### src/rtl/bcd_addsub_pkg.sv
package bcd_addsub_pkg;

    localparam int NIB = 4;
    localparam logic [NIB-1:0] DIGIT_MAX = 4'd9;
    localparam logic [NIB:0]   DEC_FIX   = 5'd6;

    typedef enum logic {
        OP_ADD = 1'b0,
        OP_SUB = 1'b1
    } op_e;

    typedef enum logic {
        MODE_BIN = 1'b0,
        MODE_DEC = 1'b1
    } mode_e;

    typedef struct packed {
        logic c;
        logic z;
        logic v;
        logic n;
        logic ok;
    } flags_t;

    // Effective second addend for one nibble: inverted for subtraction.
    function automatic logic [NIB-1:0] eff_operand(input logic [NIB-1:0] b, input op_e op);
        return (op == OP_SUB) ? ~b : b;
    endfunction

endpackage

### src/rtl/bcd_digit_cell.sv
module bcd_digit_cell
    import bcd_addsub_pkg::*;
(
    input  logic [NIB-1:0] a_i,
    input  logic [NIB-1:0] b_i,
    input  logic           cin_i,
    input  op_e            op_i,
    input  mode_e          mode_i,
    output logic [NIB-1:0] sum_o,
    output logic           cout_o
);

    logic [NIB:0] raw;
    logic [NIB:0] fixed;
    logic         need_fix;

    always_comb begin
        raw      = {1'b0, a_i} + {1'b0, eff_operand(b_i, op_i)} + {{NIB{1'b0}}, cin_i};
        fixed    = raw;
        need_fix = 1'b0;
        if (mode_i == MODE_DEC) begin
            if (op_i == OP_ADD) begin
                need_fix = raw[NIB] || (raw[NIB-1:0] > DIGIT_MAX);
                if (need_fix) fixed = raw + DEC_FIX;
            end else begin
                need_fix = !raw[NIB];
                if (need_fix) fixed = raw - DEC_FIX;
            end
        end
    end

    always_comb begin
        sum_o = fixed[NIB-1:0];
        if (mode_i == MODE_DEC)
            cout_o = (op_i == OP_ADD) ? need_fix : !need_fix;
        else
            cout_o = raw[NIB];
    end

    // valid BCD digits in decimal mode must produce a valid digit
    always_comb begin
        if (mode_i == MODE_DEC && a_i <= DIGIT_MAX && b_i <= DIGIT_MAX) begin
            p_digit_range_r5: assert (sum_o <= DIGIT_MAX)
                else $error("decimal digit out of range");
        end
    end

endmodule

### src/rtl/bcd_addsub_core.sv
module bcd_addsub_core
    import bcd_addsub_pkg::*;
#(
    parameter int DIGITS = 2,
    localparam int W = DIGITS * NIB
) (
    input  logic [W-1:0] a_i,
    input  logic [W-1:0] b_i,
    input  logic         cin_i,
    input  op_e          op_i,
    input  mode_e        mode_i,
    output logic [W-1:0] res_o,
    output flags_t       flags_o
);

    logic [DIGITS:0] chain;
    assign chain[0] = cin_i;

    for (genvar g = 0; g < DIGITS; g++) begin : g_digit
        bcd_digit_cell u_cell (
            .a_i    (a_i[g*NIB +: NIB]),
            .b_i    (b_i[g*NIB +: NIB]),
            .cin_i  (chain[g]),
            .op_i   (op_i),
            .mode_i (mode_i),
            .sum_o  (res_o[g*NIB +: NIB]),
            .cout_o (chain[g+1])
        );
    end

    logic a_msb, b_msb;
    assign a_msb = a_i[W-1];
    assign b_msb = (op_i == OP_SUB) ? !b_i[W-1] : b_i[W-1];

    always_comb begin
        flags_o.c  = chain[DIGITS];
        flags_o.ok = (mode_i == MODE_BIN);
        if (mode_i == MODE_BIN) begin
            flags_o.z = (res_o == '0);
            flags_o.n = res_o[W-1];
            flags_o.v = (a_msb == b_msb) && (res_o[W-1] != a_msb);
        end else begin
            flags_o.z = 1'b0;
            flags_o.n = 1'b0;
            flags_o.v = 1'b0;
        end
    end

    // addends of opposite sign can never overflow
    always_comb begin
        if (mode_i == MODE_BIN && a_i[W-1] != (b_i[W-1] ^ (op_i == OP_SUB))) begin
            p_no_overflow_r3: assert (!flags_o.v)
                else $error("overflow with mixed-sign addends");
        end
    end

endmodule

### src/rtl/bcd_addsub_unit.sv
module bcd_addsub_unit
    import bcd_addsub_pkg::*;
#(
    parameter int DIGITS  = 2,
    parameter bit OUT_REG = 1'b1,
    localparam int W = DIGITS * NIB
) (
    input  logic         clk,
    input  logic         rst,
    input  logic [W-1:0] a_i,
    input  logic [W-1:0] b_i,
    input  logic         cin_i,
    input  logic         sub_i,
    input  logic         dec_i,
    output logic [W-1:0] res_o,
    output logic         c_o,
    output logic         z_o,
    output logic         v_o,
    output logic         n_o,
    output logic         flags_ok_o
);

    logic [W-1:0] comb_res;
    flags_t       comb_flags;
    logic [W-1:0] out_res;
    flags_t       out_flags;

    bcd_addsub_core #(.DIGITS(DIGITS)) u_core (
        .a_i     (a_i),
        .b_i     (b_i),
        .cin_i   (cin_i),
        .op_i    (op_e'(sub_i)),
        .mode_i  (mode_e'(dec_i)),
        .res_o   (comb_res),
        .flags_o (comb_flags)
    );

    if (OUT_REG) begin : g_reg
        always_ff @(posedge clk) begin
            if (rst) begin
                out_res   <= '0;
                out_flags <= '0;
            end else begin
                out_res   <= comb_res;
                out_flags <= comb_flags;
            end
        end

        // validity follows the mode seen one edge earlier
        p_valid_follows_mode_r7: assert property (@(posedge clk) disable iff (rst)
            1'b1 |=> (flags_ok_o == !$past(dec_i)));

        // outputs capture the result computed before the edge
        p_latency_r8: assert property (@(posedge clk) disable iff (rst)
            1'b1 |=> (res_o == $past(comb_res)));
    end else begin : g_comb
        assign out_res   = comb_res;
        assign out_flags = comb_flags;
    end

    assign res_o      = out_res;
    assign c_o        = out_flags.c;
    assign z_o        = out_flags.z;
    assign v_o        = out_flags.v;
    assign n_o        = out_flags.n;
    assign flags_ok_o = out_flags.ok;

    p_zero_r4: assert property (@(posedge clk) disable iff (rst)
        flags_ok_o |-> (z_o == (res_o == '0)));

    p_negative_r4: assert property (@(posedge clk) disable iff (rst)
        flags_ok_o |-> (n_o == res_o[W-1]));

    p_dec_flags_low_r7: assert property (@(posedge clk) disable iff (rst)
        !flags_ok_o |-> (!z_o && !v_o && !n_o));

endmodule

### config.mk
export PLATFORM = sky130hd
export DESIGN_NAME = bcd_addsub_unit
export DESIGN_NICKNAME = d
export VERILOG_FILES = /design/src/rtl/bcd_addsub_pkg.sv /design/src/rtl/bcd_digit_cell.sv /design/src/rtl/bcd_addsub_core.sv /design/src/rtl/bcd_addsub_unit.sv
export SDC_FILE = /design/constraint.sdc
export NUM_CORES = 1
export LEC_CHECK = 0
export BUFFER_PORTS_ARGS = -buffer_cell sky130_fd_sc_hd__buf_2
export CAP_MARGIN = 20
export CORE_UTILIZATION = 32
export CTS_BUF_LIST = sky130_fd_sc_hd__clkbuf_2 sky130_fd_sc_hd__clkbuf_4 sky130_fd_sc_hd__clkbuf_8
export DETAILED_ROUTE_END_ITERATION = 8
export GPL_ROUTABILITY_DRIVEN = 0
export SYNTH_ARGS = -nofsm -noshare
export SYNTH_HDL_FRONTEND = slang
export SYNTH_SLANG_ARGS = --single-unit
### constraint.sdc
create_clock -name clk -period 6.35 [get_ports clk]
set_input_delay 0.3175 -clock clk [delete_from_list [all_inputs] [get_ports clk]]
set_output_delay 0.3175 -clock clk [all_outputs]
set_load 0.02 [all_outputs]
After elaboration in Yosys (flattened, before gate mapping)
Index checks and enable logic that the tools add are counted.

$add $sub $neg: 8. Multiply operators: 0. Eq/ne operators: 2. $lt $le $gt $ge: 2. Mux-type cells: 19. Bitwise operators: 3. Divide/modulo/power cells: 0. Shift operators: 0. Reductions and logical operators: 10.

Operators with widths (number): $mux 4 (10); $add 4x4->5 (2); $add 5x1->5 (2); $mux 1 (9); $add 4x3->4 const B (2); $gt 4x4->1 const B (2); $logic_not 8->1 (1); $not 4->4 (2); $sub 4x3->4 const B (2); $logic_not 1->1 (5); $logic_or 1x1->1 (2); $reduce_or 2->1 (1); $eq 1x1->1 (1); $logic_and 1x1->1 (1); $ne 1x1->1 (1); $not 1->1 (1).

Memories: 0. Bits of input ports: 21. Memory bits (writable): 0. Register bits after elaboration: 13. Latch bits: 0. Logic and storage cells: 50. Bits in read-only memories: 0. Output and inout port bits: 13.

Depth between registers and ports, before layout
Depth in word-level cells: 19. Gate-level depth with buffers: 19. Gate-level depth less buffers: 17.

Cells and area by module
From an unflattened synthesis, not the netlist that was laid out.

Cell total of the unflattened synthesis: 139. Area total of the unflattened synthesis: 1285.0 sq um.

Modules (own cells, without submodules): bcd_digit_cell (cells each 51, area each 405.4 sq um, instances 2, seq. area each 0.0 sq um); bcd_addsub_unit (cells each 27, area each 395.4 sq um, instances 1, seq. area each 260.2 sq um); bcd_addsub_core (cells each 10, area each 78.8 sq um, instances 1, seq. area each 0.0 sq um).

Worst setup path before layout
OpenSTA, ideal clock, no wires.

Path type: in2reg. From: input port sub_i. To: register out_flags (netlist bit z_o). Stages on the path: 19. Setup time: 117 ps. Arrival time: 4698 ps. Buffers on the path: 2. Required time: 6233 ps. Path slack: 1535 ps. Cells stage by stage: clkbuf_8 -> clkbuf_1 -> xor2_1 -> fa_1 -> fa_1 -> nand2b_1 -> a21boi_1 -> o32a_1 -> o31ai_1 -> fa_1 -> fa_1 -> xor2_1 -> inv_1 -> ha_1 -> nand2b_1 -> mux2i_1 -> a21oi_2 -> o211ai_2 -> and4b_1.

Cells in the longest elaborated chain, start to end: 17. Elaborated cells between the ends (all ways): 29. Classes of those cells: add/sub (8); order compare (2); mux (14); reduce/logical (5).

Ends and longest elaborated chain: from (decl) (RTL line bcd_addsub_unit.sv:13) `input logic sub_i,`; $mux 4 (RTL line bcd_addsub_pkg.sv:27) `return (op == OP_SUB) ? ~b : b;`; $add 4x4->5 (RTL line bcd_digit_cell.sv:18) `raw = {1'b0, a_i} + {1'b0, eff_operand(b_i, op_i)} + {{NIB{1'b0}}, cin_i};`; $add 5x1->5 (RTL line bcd_digit_cell.sv:18); $gt 4x4->1 (RTL line bcd_digit_cell.sv:23) `need_fix = raw[NIB] || (raw[NIB-1:0] > DIGIT_MAX);`; $logic_or 1x1->1 (RTL line bcd_digit_cell.sv:23); $mux 1 (RTL line bcd_digit_cell.sv:22) `if (op_i == OP_ADD) begin`; $mux 1 (RTL line bcd_digit_cell.sv:21) `if (mode_i == MODE_DEC) begin`; $logic_not 1->1 (RTL line bcd_digit_cell.sv:35) `cout_o = (op_i == OP_ADD) ? need_fix : !need_fix;`; $mux 1 (RTL line bcd_digit_cell.sv:35); $mux 1 (RTL line bcd_digit_cell.sv:34) `if (mode_i == MODE_DEC)`; $add 5x1->5 (RTL line bcd_digit_cell.sv:18); $gt 4x4->1 (RTL line bcd_digit_cell.sv:23); $logic_or 1x1->1 (RTL line bcd_digit_cell.sv:23); $mux 4 (RTL line bcd_digit_cell.sv:24) `if (need_fix) fixed = raw + DEC_FIX;`; $mux 4 (RTL line bcd_digit_cell.sv:22); $mux 4 (RTL line bcd_digit_cell.sv:21); $logic_not 8->1 * (RTL line bcd_addsub_core.sv:39) `flags_o.z = (res_o == '0);`; to (signal assigned) (RTL line bcd_addsub_unit.sv:45) `out_flags <= comb_flags;`; to (decl) (RTL line bcd_addsub_unit.sv:26) `flags_t out_flags;`.

Mark *: on every way between the ends. The rest lies on a longest branch, timed or not. A chain may end at the register's enable or synchronous reset.

Worst setup path after layout
Ends and elaborated chain as after synthesis.

==> impl_metrics.tcl <==
set metrics [dict create \
    status "finished, final reports clean" \
    required_ps 6480 \
    synthArstFlopShare_pct 0 \
    synth.top_cell.area_share_pct 21.5 \
    hold_viol_final 0 \
    cpPeakStageDelay_ps 540 \
    rsz0062_at_grt "no" \
    postLayoutCellArea_um2 1450 \
    dpl_worst_slack_ps 1370 \
    start_util_pct 34.9 \
    grt_max_degree 20 \
    synth_edf_count 0 \
    synth_area_leaders "dfxtp_1 (22%), ha_1 (11%), xor2_1 (8.0%)" \
    wl_per_cell_um 11.7 \
    cp_top_family "adder cells" \
    grt_pass1_wl_um 4180 \
    final_common_cell "buf_2" \
    vias 1102 \
    die_w_um 63.5 \
    netlist_area_um2 1210 \
    synth-warning-count 0 \
    antenna_left 0 \
    post_synth.cell_area_avg_um2 8.70 \
    synth_cell_types 50 \
    synth_fp_nets 175 \
    dp.cells 213 \
    drt_iter0_markers 31 \
    cts.sinks 13 \
    rows 21 \
    crit_path_top_delay_cell "fa_1" \
    ios 34 \
    critPathMaxFanout 19 \
    syn_to_final_growth_pct 19.4 \
    max_freq_mhz 210 \
    final_layout_size_suffix_gt1_share_pct 29.2 \
    grtUsageTotal_pct 12.8 \
    fin_tns_setup_ps 0 \
    max_slew.worst_pin.slew_ps 420 \
    p_leak_uw 0.000677 \
    diodes 0 \
    cpMostUsedCell "fa_1" \
    arrival_ps 4890 \
    power_density_nw_per_um2 275 \
    ir_drop_v 0.0000838 \
    ys_seq_elements 13 \
    critical_path_class "input port to register" \
    antenna_found_initial 0 \
    cts_tree "built" \
    synth_cells 139 \
    routed_via_density 5.08 \
    root_buffer "clkbuf_8" \
    ys_seq_area_share_pct 21.5 \
    final.min_clock_period_ps 4760 \
    cts-buffers-inserted 3 \
    drc 0 \
    finalWirelength_um 2540 \
    fin_nets 208 \
    cts_buffer_depth 2 \
    core_area_um2 3470 \
    min_path_type "input port to register" \
    drt-pass1-iter-count 4 \
    post-route-util_pct 41.7 \
    synth_top_area_cell "dfxtp_1" \
    layout_common_cells "buf_2 (33), dfxtp_1 (13), nor2_1 (12), xor2_1 (11), ha_1 (11)" \
    worstSetupStartpointType "input port" \
    die_h_um 63.5 \
    post_cts_buffers 0 \
    clk_pin_slew_ps 50 \
    dieArea_um2 4030 \
    drv_cap 0 \
    cts_resized 0 \
    overflow 0 \
    maxSlewHeadroom_pct 72.0 \
    portBuffers 33 \
    cp_num_buf_inv 2 \
    h-tree-depth 1 \
    post_dp_cell_area_um2 1400 \
    final_cells 217 \
    synth_ff_type "dfxtp_1" \
    setup_viol 0 \
    grt_pass1_vias 991 \
    ctsHoldBuffers 0 \
    layout_setup_ws_ps 1590 \
    path_cells "buf_2 > xor2_1 > fa_1 > fa_1 > nand2b_1 > a21boi_1 > o32a_1 > o31ai_1 > fa_1 > fa_1 > xor2_1 > inv_1 > ha_1 > nor2_1 > a21oi_1 > nand2b_1 > o22a_2 > and4b_1" \
    fin_crit_sh_pct 75.0 \
    drv_slew 0 \
    post-dp-hpwl_um 2090 \
    endpoint_kind "register" \
]
final cells by class:
cell class                 count  area [um2]
tap                           46        57.6
clock buffer                   4        48.8
multi-input combinational    113         883
fill                         371        2020
sequential                    13         260
inverter                       8        30.0
timing repair buffer          33         165
cell usage after synthesis, types with 2 or more instances:
cell / number
dfxtp_1: 13
nor2_1: 12
ha_1: 11
xor2_1: 11
a21oi_1: 9
inv_1: 7
nand2_1: 6
nor3_1: 5
fa_1: 4
nand2b_1: 4
o21ai_0: 4
clkbuf_1: 3
nand3_1: 3
nor2b_1: 3
xnor2_1: 3
a21o_2: 2
a21oi_2: 2
a31oi_1: 2
mux2i_1: 2
o211ai_1: 2
or3_1: 2
sequential cells by signal (all words and copies together), names as in the netlist:
name	count
z_o	1
res_o	8
v_o	1
flags_ok_o	1
c_o	1
n_o	1
metrics by stage:
| step | hold slack [ps] | total power, uW |
|---|---|---|
| 2_1_floorplan | 407 | 272 |
| 3_3_place_gp | 636 | 318 |
| 3_5_place_dp | 633 | 324 |
| 4_1_cts | 384 | 400 |
| 5_1_grt | 407 | 431 |
| 6_report | 387 | 397 |
per-layer routing:
layer	track usage [%]	vias up	part of all wire, %
met2	21.1	31	45
met3	1.09	2	3.9
met5	0	-	0
met4	4.26	0	0.94
met1	17.3	511	50
li1	-	558	-
final timing paths:
check / start / end / cells after the start
setup / recovery: sub_i / z_o$_SDFF_PP0_ / 18
hold / removal: rst / c_o$_SDFF_PP0_ / 2
where the power goes:
group	switching [uW]	total, uW	internal (uW)
combinational	132	225	92.5
clock	26.3	74.7	48.4
sequential	2.77	98.2	95.5
total	161	397	236
cells by family after synthesis:
family                     count (synthesis)  share of synthesized area (%)
adders and majority gates                 15                           18.0
muxes                                      3                           2.59
xor gates and xnor gates                  14                           10.1
buffers and inverters                     13                           5.48
and+or+nand+nor                           43                           18.9
AOI/OAI and AO/OA                         38                           23.4
DFF                                       13                           21.5
(Power assumes the default switching activity.)
